===== src/rtl/tseg_pkg.sv =====
package tseg_pkg;
  localparam int unsigned MB_SHIFT     = 20;
  localparam int unsigned EXT_MB_LIMIT = 4095;
  localparam int unsigned CODE_LSB     = 0;
  localparam int unsigned LOCK_BIT     = 2;
  localparam logic [15:0] QRY_SENTINEL = 16'hFFFF;

  typedef enum logic [1:0] {
    SZ_1M  = 2'b00,
    SZ_2M  = 2'b01,
    SZ_8M  = 2'b10,
    SZ_EXT = 2'b11
  } tseg_code_e;

  function automatic logic [31:0] code_to_bytes(input tseg_code_e c, input logic [11:0] ext_mb);
    case (c)
      SZ_1M:   return 32'h0010_0000;
      SZ_2M:   return 32'h0020_0000;
      SZ_8M:   return 32'h0080_0000;
      default: return {ext_mb, 20'h0_0000};
    endcase
  endfunction
endpackage


===== src/rtl/tseg_field_tap.sv =====
module tseg_field_tap #(
  parameter int unsigned ADDR_W = 8,
  parameter int unsigned DATA_W = 32,
  parameter logic [7:0]  OFS    = 8'h50,
  parameter int unsigned NBYTES = 2
) (
  input  logic                  we,
  input  logic [ADDR_W-1:0]     addr,
  input  logic [DATA_W/8-1:0]   be,
  input  logic [DATA_W-1:0]     wdata,
  output logic [NBYTES-1:0]     hit,
  output logic [NBYTES*8-1:0]   bytes_o
);
  localparam int unsigned LANES = DATA_W / 8;
  localparam logic [ADDR_W-1:0] LMASK = ADDR_W'(LANES - 1);

  for (genvar i = 0; i < NBYTES; i++) begin : g_byte
    localparam logic [ADDR_W-1:0] BADDR = ADDR_W'(OFS) + ADDR_W'(i);
    localparam int unsigned LANE = int'(BADDR & LMASK);
    assign hit[i] = we && ((addr & ~LMASK) == (BADDR & ~LMASK)) && be[LANE];
    assign bytes_o[i*8 +: 8] = wdata[LANE*8 +: 8];
  end

  logic unused_tap;
  assign unused_tap = ^{wdata, be, addr};
endmodule


===== src/rtl/tseg_query_reg.sv =====
module tseg_query_reg #(
  parameter int unsigned EXT_MB = 16
) (
  input  logic        clk,
  input  logic        rst_n,
  input  logic [1:0]  hit,
  input  logic [15:0] wbytes,
  output logic [15:0] q
);
  import tseg_pkg::*;
  localparam logic [15:0] EXT16   = 16'(EXT_MB);
  localparam logic [15:0] RST_VAL = (EXT_MB != 0) ? EXT16 : 16'h0000;

  logic [15:0] merged, nxt;

  always_comb begin
    for (int i = 0; i < 2; i++)
      merged[i*8 +: 8] = hit[i] ? wbytes[i*8 +: 8] : q[i*8 +: 8];
    nxt = ((EXT_MB != 0) && (merged == QRY_SENTINEL)) ? EXT16 : merged;
  end

  always_ff @(posedge clk or negedge rst_n) begin
    if (!rst_n)     q <= RST_VAL;
    else if (|hit)  q <= nxt;
  end

  if (EXT_MB != 0) begin : g_ext_chk

    sentinel_resolved_chk: assert property (@(posedge clk) disable iff (!rst_n)
      q != QRY_SENTINEL);
  end


  untouched_hold_chk: assert property (@(posedge clk) disable iff (!rst_n)
    !(|hit) |=> $stable(q));


  lane_keep_chk: assert property (@(posedge clk) disable iff (!rst_n)
    (hit == 2'b01 && {q[15:8], wbytes[7:0]} != QRY_SENTINEL) |=> $stable(q[15:8]));
endmodule


===== src/rtl/tseg_sel_reg.sv =====
module tseg_sel_reg (
  input  logic                  clk,
  input  logic                  rst_n,
  input  logic                  hit,
  input  logic [7:0]            wbyte,
  output tseg_pkg::tseg_code_e  code,
  output logic                  lock
);
  import tseg_pkg::*;

  always_ff @(posedge clk or negedge rst_n) begin
    if (!rst_n) begin
      code <= SZ_1M;
      lock <= 1'b0;
    end else if (hit && !lock) begin
      code <= tseg_code_e'(wbyte[CODE_LSB +: 2]);
      lock <= wbyte[LOCK_BIT];
    end
  end


  locked_freeze_chk: assert property (@(posedge clk) disable iff (!rst_n)
    lock |=> ($stable(code) && lock));
endmodule


===== src/rtl/tseg_size_dec.sv =====
module tseg_size_dec #(
  parameter int unsigned EXT_MB = 16
) (
  input  logic                  clk,
  input  logic                  rst_n,
  input  tseg_pkg::tseg_code_e  code,
  output logic [31:0]           bytes_o,
  output logic                  ext_o
);
  import tseg_pkg::*;
  localparam logic [11:0] EXT12 = 12'(EXT_MB);
  localparam logic [31:0] EXT_BYTES = {EXT12, 20'h0_0000};

  always_ff @(posedge clk or negedge rst_n) begin
    if (!rst_n) begin
      bytes_o <= 32'h0010_0000;
      ext_o   <= 1'b0;
    end else begin
      bytes_o <= code_to_bytes(code, EXT12);
      ext_o   <= (code == SZ_EXT) && (EXT_MB != 0);
    end
  end


  ext_bytes_chk: assert property (@(posedge clk) disable iff (!rst_n)
    ext_o |-> (bytes_o == EXT_BYTES));


  follow_chk: assert property (@(posedge clk) disable iff (!rst_n)
    ($stable(code) && $stable(bytes_o)) |=> $stable(bytes_o));
endmodule


===== src/rtl/tseg_cfg_slice.sv =====
module tseg_cfg_slice #(
  parameter int unsigned EXT_MB   = 16,
  parameter logic [7:0]  QRY_OFS  = 8'h50,
  parameter logic [7:0]  CTRL_OFS = 8'h9E
) (
  input  logic        clk,
  input  logic        rst_n,
  input  logic        cfg_we,
  input  logic [7:0]  cfg_addr,
  input  logic [3:0]  cfg_be,
  input  logic [31:0] cfg_wdata,
  input  logic [7:0]  cfg_raddr,
  output logic [31:0] cfg_rdata,
  output logic [31:0] tseg_bytes,
  output logic        tseg_ext
);
  import tseg_pkg::*;
  localparam int unsigned LANES = 4;
  localparam logic [7:0]  LMASK = 8'(LANES - 1);


  initial begin : ext_range_chk
    assert (EXT_MB <= EXT_MB_LIMIT)
      else $fatal(1, "extended size %0d MB exceeds limit", EXT_MB);
  end

  logic [1:0]  qry_hit;
  logic [15:0] qry_bytes;
  logic [0:0]  ctl_hit;
  logic [7:0]  ctl_byte;
  logic [15:0] qry_q;
  tseg_code_e  code;
  logic        lock;

  tseg_field_tap #(.ADDR_W(8), .DATA_W(32), .OFS(QRY_OFS), .NBYTES(2)) u_qry_tap (
    .we(cfg_we), .addr(cfg_addr), .be(cfg_be), .wdata(cfg_wdata),
    .hit(qry_hit), .bytes_o(qry_bytes));

  tseg_field_tap #(.ADDR_W(8), .DATA_W(32), .OFS(CTRL_OFS), .NBYTES(1)) u_ctl_tap (
    .we(cfg_we), .addr(cfg_addr), .be(cfg_be), .wdata(cfg_wdata),
    .hit(ctl_hit), .bytes_o(ctl_byte));

  tseg_query_reg #(.EXT_MB(EXT_MB)) u_qry (
    .clk(clk), .rst_n(rst_n), .hit(qry_hit), .wbytes(qry_bytes), .q(qry_q));

  tseg_sel_reg u_sel (
    .clk(clk), .rst_n(rst_n), .hit(ctl_hit[0]), .wbyte(ctl_byte),
    .code(code), .lock(lock));

  tseg_size_dec #(.EXT_MB(EXT_MB)) u_dec (
    .clk(clk), .rst_n(rst_n), .code(code),
    .bytes_o(tseg_bytes), .ext_o(tseg_ext));

  logic [7:0] ctl_view;
  assign ctl_view = {5'b0, lock, code};

  always_comb begin
    logic [7:0] ba;
    cfg_rdata = '0;
    for (int b = 0; b < int'(LANES); b++) begin
      ba = (cfg_raddr & ~LMASK) | 8'(b);
      if (ba == QRY_OFS)              cfg_rdata[b*8 +: 8] = qry_q[7:0];
      else if (ba == QRY_OFS + 8'd1)  cfg_rdata[b*8 +: 8] = qry_q[15:8];
      else if (ba == CTRL_OFS)        cfg_rdata[b*8 +: 8] = ctl_view;
    end
  end
endmodule


===== config.mk =====
export PLATFORM = sky130hd
export DESIGN_NAME = tseg_cfg_slice
export DESIGN_NICKNAME = d
export VERILOG_FILES = /design/src/rtl/tseg_pkg.sv /design/src/rtl/tseg_field_tap.sv /design/src/rtl/tseg_query_reg.sv /design/src/rtl/tseg_sel_reg.sv /design/src/rtl/tseg_size_dec.sv /design/src/rtl/tseg_cfg_slice.sv
export SDC_FILE = /design/constraint.sdc
export NUM_CORES = 1
export LEC_CHECK = 0
export CORE_MARGIN = 2
export CORE_UTILIZATION = 30
export CTS_CLUSTER_SIZE = 14
export DETAILED_ROUTE_END_ITERATION = 16
export GPL_ROUTABILITY_DRIVEN = 0
export GPL_TIMING_DRIVEN = 0
export HOLD_SLACK_MARGIN = 0.06
export PLACE_DENSITY = 0.76
export SYNTH_ARGS = -nofsm -noshare
export SYNTH_HDL_FRONTEND = slang
export SYNTH_SLANG_ARGS = --single-unit
export TNS_END_PERCENT = 50

===== constraint.sdc =====
create_clock -name clk -period 1.8 [get_ports clk]
set_input_delay 0.36 -clock clk [delete_from_list [all_inputs] [get_ports clk]]
set_output_delay 0.36 -clock clk [all_outputs]
set_load 0.03 [all_outputs]

# == Yosys cells after proc, flatten, opt, wreduce, memory -nomap -nowiden ==
# Index checks and enable logic that the tools add are counted.
# totals
regBits,45
input_bits,55
output_inout_bits,65
word_cells,29
# classes
n_eq_ne,8
mux,7
n_reduce_logical,9
# op_table
op,n
$pmux W25 S3,1
$mux W8,4
$eq A16 B16 Y1 const B,1
$mux W16,1
$eq A6 B5 Y1 const B,2
$eq A6 B6 Y1 const B,2
$logic_and A1 B1 Y1,6
$eq A2 B2 Y1 const B,2
$mux W3,1
$eq A2 B1 Y1 const B,1
$logic_not A2 Y1,1
$reduce_or A2 Y1,1
$logic_not A1 Y1,1

# == Logic depth before layout (Yosys ltp) ==
# logic_depth
word_depth,6
mapped_depth,8
depth_no_buf,6

# == Hierarchy ==
# From an unflattened synthesis, not the netlist that was laid out.
# hier_totals
hier_cells,209
hier_area_um2,1884.3
# modules_own_cells
module,n_inst,cells_per_inst,area_per_inst_um2,seq_area_each_um2
tseg_query_reg,1,90,857.1,401.6
tseg_size_dec,1,38,349.1,101.3
tseg_cfg_slice,1,43,311.5,0.0
tseg_field_tap (u_qry_tap),1,20,157.7,0.0
tseg_sel_reg,1,7,127.6,75.1
tseg_field_tap (u_ctl_tap),1,11,81.3,0.0

# == Worst setup path before layout ==
# OpenSTA, ideal clock, no wires.
# synth_path
path_type,input -> register
from,input cfg_addr[2]
to,register u_qry.q[0]
setup_ns,0.121
arrival_time_ns,2.240
required_ns,1.679
slack_ns,-0.561
cell_stages,8
n_path_buf,2
path_cell_list,or4b_1 > clkbuf_2 > nor3_1 > a2bb2o_2 > nor4_4 > nor2b_1 > clkbuf_2 > a22o_2
# synth_via
elab_chain_cells,6
word_cells_on_any_way,9
cone_classes,eq/ne: 2; mux: 3; reduce/logical: 4
# synth_lines
item,line_no,rtl
"start, declared",tseg_cfg_slice.sv:9,"input logic [7:0] cfg_addr,"
$eq A6 B5 Y1 *,tseg_field_tap.sv:20,assign hit[i] = we && ((addr & ~LMASK) == (BADDR & ~LMASK)) && be[LANE];
$logic_and A1 B1 Y1 *,tseg_field_tap.sv:20,
$logic_and A1 B1 Y1,tseg_field_tap.sv:20,
$mux W8,tseg_query_reg.sv:18,merged[i*8 +: 8] = hit[i] ? wbytes[i*8 +: 8] : q[i*8 +: 8];
$eq A16 B16 Y1,tseg_query_reg.sv:19,nxt = ((EXT_MB != 0) && (merged == QRY_SENTINEL)) ? EXT16 : merged;
$mux W16,tseg_query_reg.sv:19,
"end signal, assigned",tseg_query_reg.sv:24,else if (|hit) q <= nxt;
"end, declared",tseg_query_reg.sv:8,output logic [15:0] q
# Mark *: on every way between the ends. The rest lies on a longest branch, timed or not.
# A chain may end at the register's enable or synchronous reset.

# == Worst setup path after layout ==
# layout_path
from,input cfg_addr[7]
to,register u_qry.q[6]
# Same word-level chain as after synthesis.

==> metrics.txt <==
total wire length 4.05 mm; Clock Sinks 23; Cells after Synth 161; M1 GR Usage 0.157; Final WS setup -0.307 ns; CP Launch Type input port; CP startpoint cfg_addr[7]; global-route wire length before repair 6.47 mm; # IOs 120; die height 76.1 microns; fin util 0.509; GR Overflow Total 0; Yosys warnings 0; CTS buffer count 3; DRC viols 0; row cnt 26; initial DRC count 31; class of the worst hold path reg2reg; max-cap violations 0; Power Density 507 mW/mm^2; setup tns final -4.45 ns; Final Hold Violating Endpoints 0; CP Class in2reg; CTS max path bufs 2; nets 324; Post-synth top cells buf_4, dfrtp_1, and2_1, nand2_1, a22o_1; post-synthesis sequential area ratio 0.370; DIE AREA 0.00579 sq mm; initial core utilization 0.307; Slew Limit Fails 0; count leader, synth buf_4; vias in the first global route 1,375; flop2flop setup slack 0.01 ns; layout cells sized above 1 0.440; Async S/R FF share, synth 1.00; Synth area leaders dfrtp_1, buf_4, and2_1; Synth Cell Area 0.00156 sq mm; Reg2Reg Launch Point u_qry.q[2]; DP HPWL 3.13 mm; Vias/cell 4.22; busiest metal layer after global routing met2; Placement Setup Slack -1.36 ns; largest net degree at the start of global routing 24; Diodes inserted 0; FF-to-FF path depth 7; vias 1,428; DIE WIDTH 76.1 microns; internal power 0.000899 W; Sequential Power Share 0.452; met3 usage 0.0261; crit path max fanout 7; Top FF cell, synth dfrtp_1; Critical Path RT 1.96 ns; Logic pwr share 0.303; GR Util All Layers 0.138; antenna viol nets, final 0; initial antenna violation count 0; Avg Inst Size Synth 9.69 sq um; Reg clk slew, reported paths 0.08 ns; I/O Buffers 60; synth unique cells 33; Net Sw Frac 0.315; hold_buf cts 0; area grow syn2layout 65.7%; Tightest Pin Transition 1.02 ns; EDFF count, synth 0; Fmax 475 MHz; Core ar. 0.00507 sq mm; P_leak 1.32 nW; clock share of power 0.245; Final min period 2.11 ns; Sw Pwr 0.000413 W; area leader, netlist dfrtp_1; global-route met2 utilization 0.257; status finished with violations; htree depth 1; Setup-failing EPs final 15; crit share post-route 1.17; Hold WS 0.484 ns; FF+latch count, synth 23; TritonCTS clock tree yes; Yosys top cell area share 0.337; critical path arrival 2.26 ns; Root Driver clkbuf_8; routed length per instance 12.0 microns; Final Skew 0.00538 ns; worst rel slew slack 0.315; Worst setup endpoint u_qry.q[6]; worst IR drop on VDD 0.222 mV; R2R Path End u_qry.q[6]; failing checks setup timing; Pre-Repair DR Iteration Count 4; CP endpoint kind flop; RSZ-0062 raised after global routing true; clk_lat worst skew 0.27 ns
-- layout make-up --
| type | instances | area, sq um |
|---|---|---|
| buffer | 43 | 330 |
| clock buffer | 3 | 41.3 |
| clock inverter | 1 | 5.00 |
| fill | 481 | 2490 |
| multi-input combinational | 132 | 931 |
| sequential | 23 | 578 |
| tap | 70 | 87.6 |
| timing repair buffer | 66 | 612 |
-- cell families (layout without fill, tap and decap cells) --
logic type             after synthesis  after routing  synth area share
buffers and inverters               47            113             0.217
AO/OA/AOI/OAI                       27             27             0.144
other                                1             41           0.00240
multiplexers                         3              3            0.0217
AND/OR/NAND/NOR                     60             61             0.245
flip-flops                          23             23             0.370
-- sequential cells by signal, indices dropped and copies added (netlist names) --
register / cells
u_qry.q: 16
u_sel.code: 2
u_dec.bytes_o: 3
u_sel.lock: 1
u_dec.ext_o: 1
-- cells in the final DEF (no fill, tap or decap), drive strengths merged, types with 2 or more instances in the layout --
cell | Yosys | layout
conb | 1 | 41
a21oi | 2 | 2
nand4b | 3 | 3
nor4 | 2 | 2
clkdlybuf4s50 | 0 | 25
nand2b | 2 | 2
nand4 | 3 | 3
nand2 | 9 | 9
a31oi | 5 | 5
buf | 43 | 71
a22o | 15 | 15
clkbuf | 4 | 5
dfrtp | 21 | 21
mux2 | 3 | 3
nand3 | 2 | 2
o22ai | 2 | 2
and3 | 2 | 2
clkdlybuf4s15 | 0 | 4
and3b | 1 | 2
dfstp | 2 | 2
nor2b | 4 | 4
dlygate4sd2 | 0 | 7
and2 | 20 | 20
nor2 | 3 | 3
nor3 | 5 | 5
-- critical path, cell delays in order --
cell and delay (ns):
buf_8 0.10, or4b_4 0.62, nor3_2 0.25, o22ai_1 0.14, nor4_4 0.31, buf_6 0.17
a21oi_4 0.08, a22o_2 0.24
-- power by group through the flow --
stage | registers, W | clock network (W) | logic, W
floorplan | 0.000608 | 0 | 0.000241
global placement | 0.000599 | 0 | 0.000380
detailed placement | 0.000602 | 0 | 0.000384
CTS | 0.000593 | 0.000330 | 0.000393
global route | 0.000600 | 0.000348 | 0.000421
finish | 0.000593 | 0.000322 | 0.000397
-- per-stage QoR --
stage               power (W)  cells  cell area [sq um]
floorplan            0.000849    201               1730
global placement     0.000979    331               2420
detailed placement   0.000986    331               2420
CTS                   0.00132    337               2610
global route          0.00137    338               2580
finish                0.00131    338               2580
-- how the worst min path moves through the flow --
stage | from | slack, ns | depth (start not counted) | end
after floorplan | rst_n | 0.06 | 0 | u_dec.bytes_o[21]
after global placement | u_sel.code[1] | 0.46 | 1 | u_dec.bytes_o[20]
after detailed placement | u_sel.code[1] | 0.47 | 1 | u_dec.bytes_o[20]
after CTS | cfg_addr[2] | 0.43 | 4 | u_qry.q[4]
after global routing | u_sel.lock | 0.53 | 1 | u_sel.lock
final | u_sel.code[0] | 0.48 | 1 | u_dec.bytes_o[20]
-- per-layer routing --
layer / share of wire / vias to the layer above / wire [microns]
li1: - / 703 / -
met4: 0.017 / 0 / 67
met1: 0.41 / 656 / 1670
met2: 0.51 / 62 / 2060
met5: 0 / - / 0
met3: 0.063 / 7 / 254
-- repair_timing --
item                                    CTS  global route
endpoints found under the setup margin   37            31
pin swaps                                28             1
gates cloned                              2             0
setup buffers                             4             1
gates resized for setup                 162            23
(Power assumes the default switching activity.)
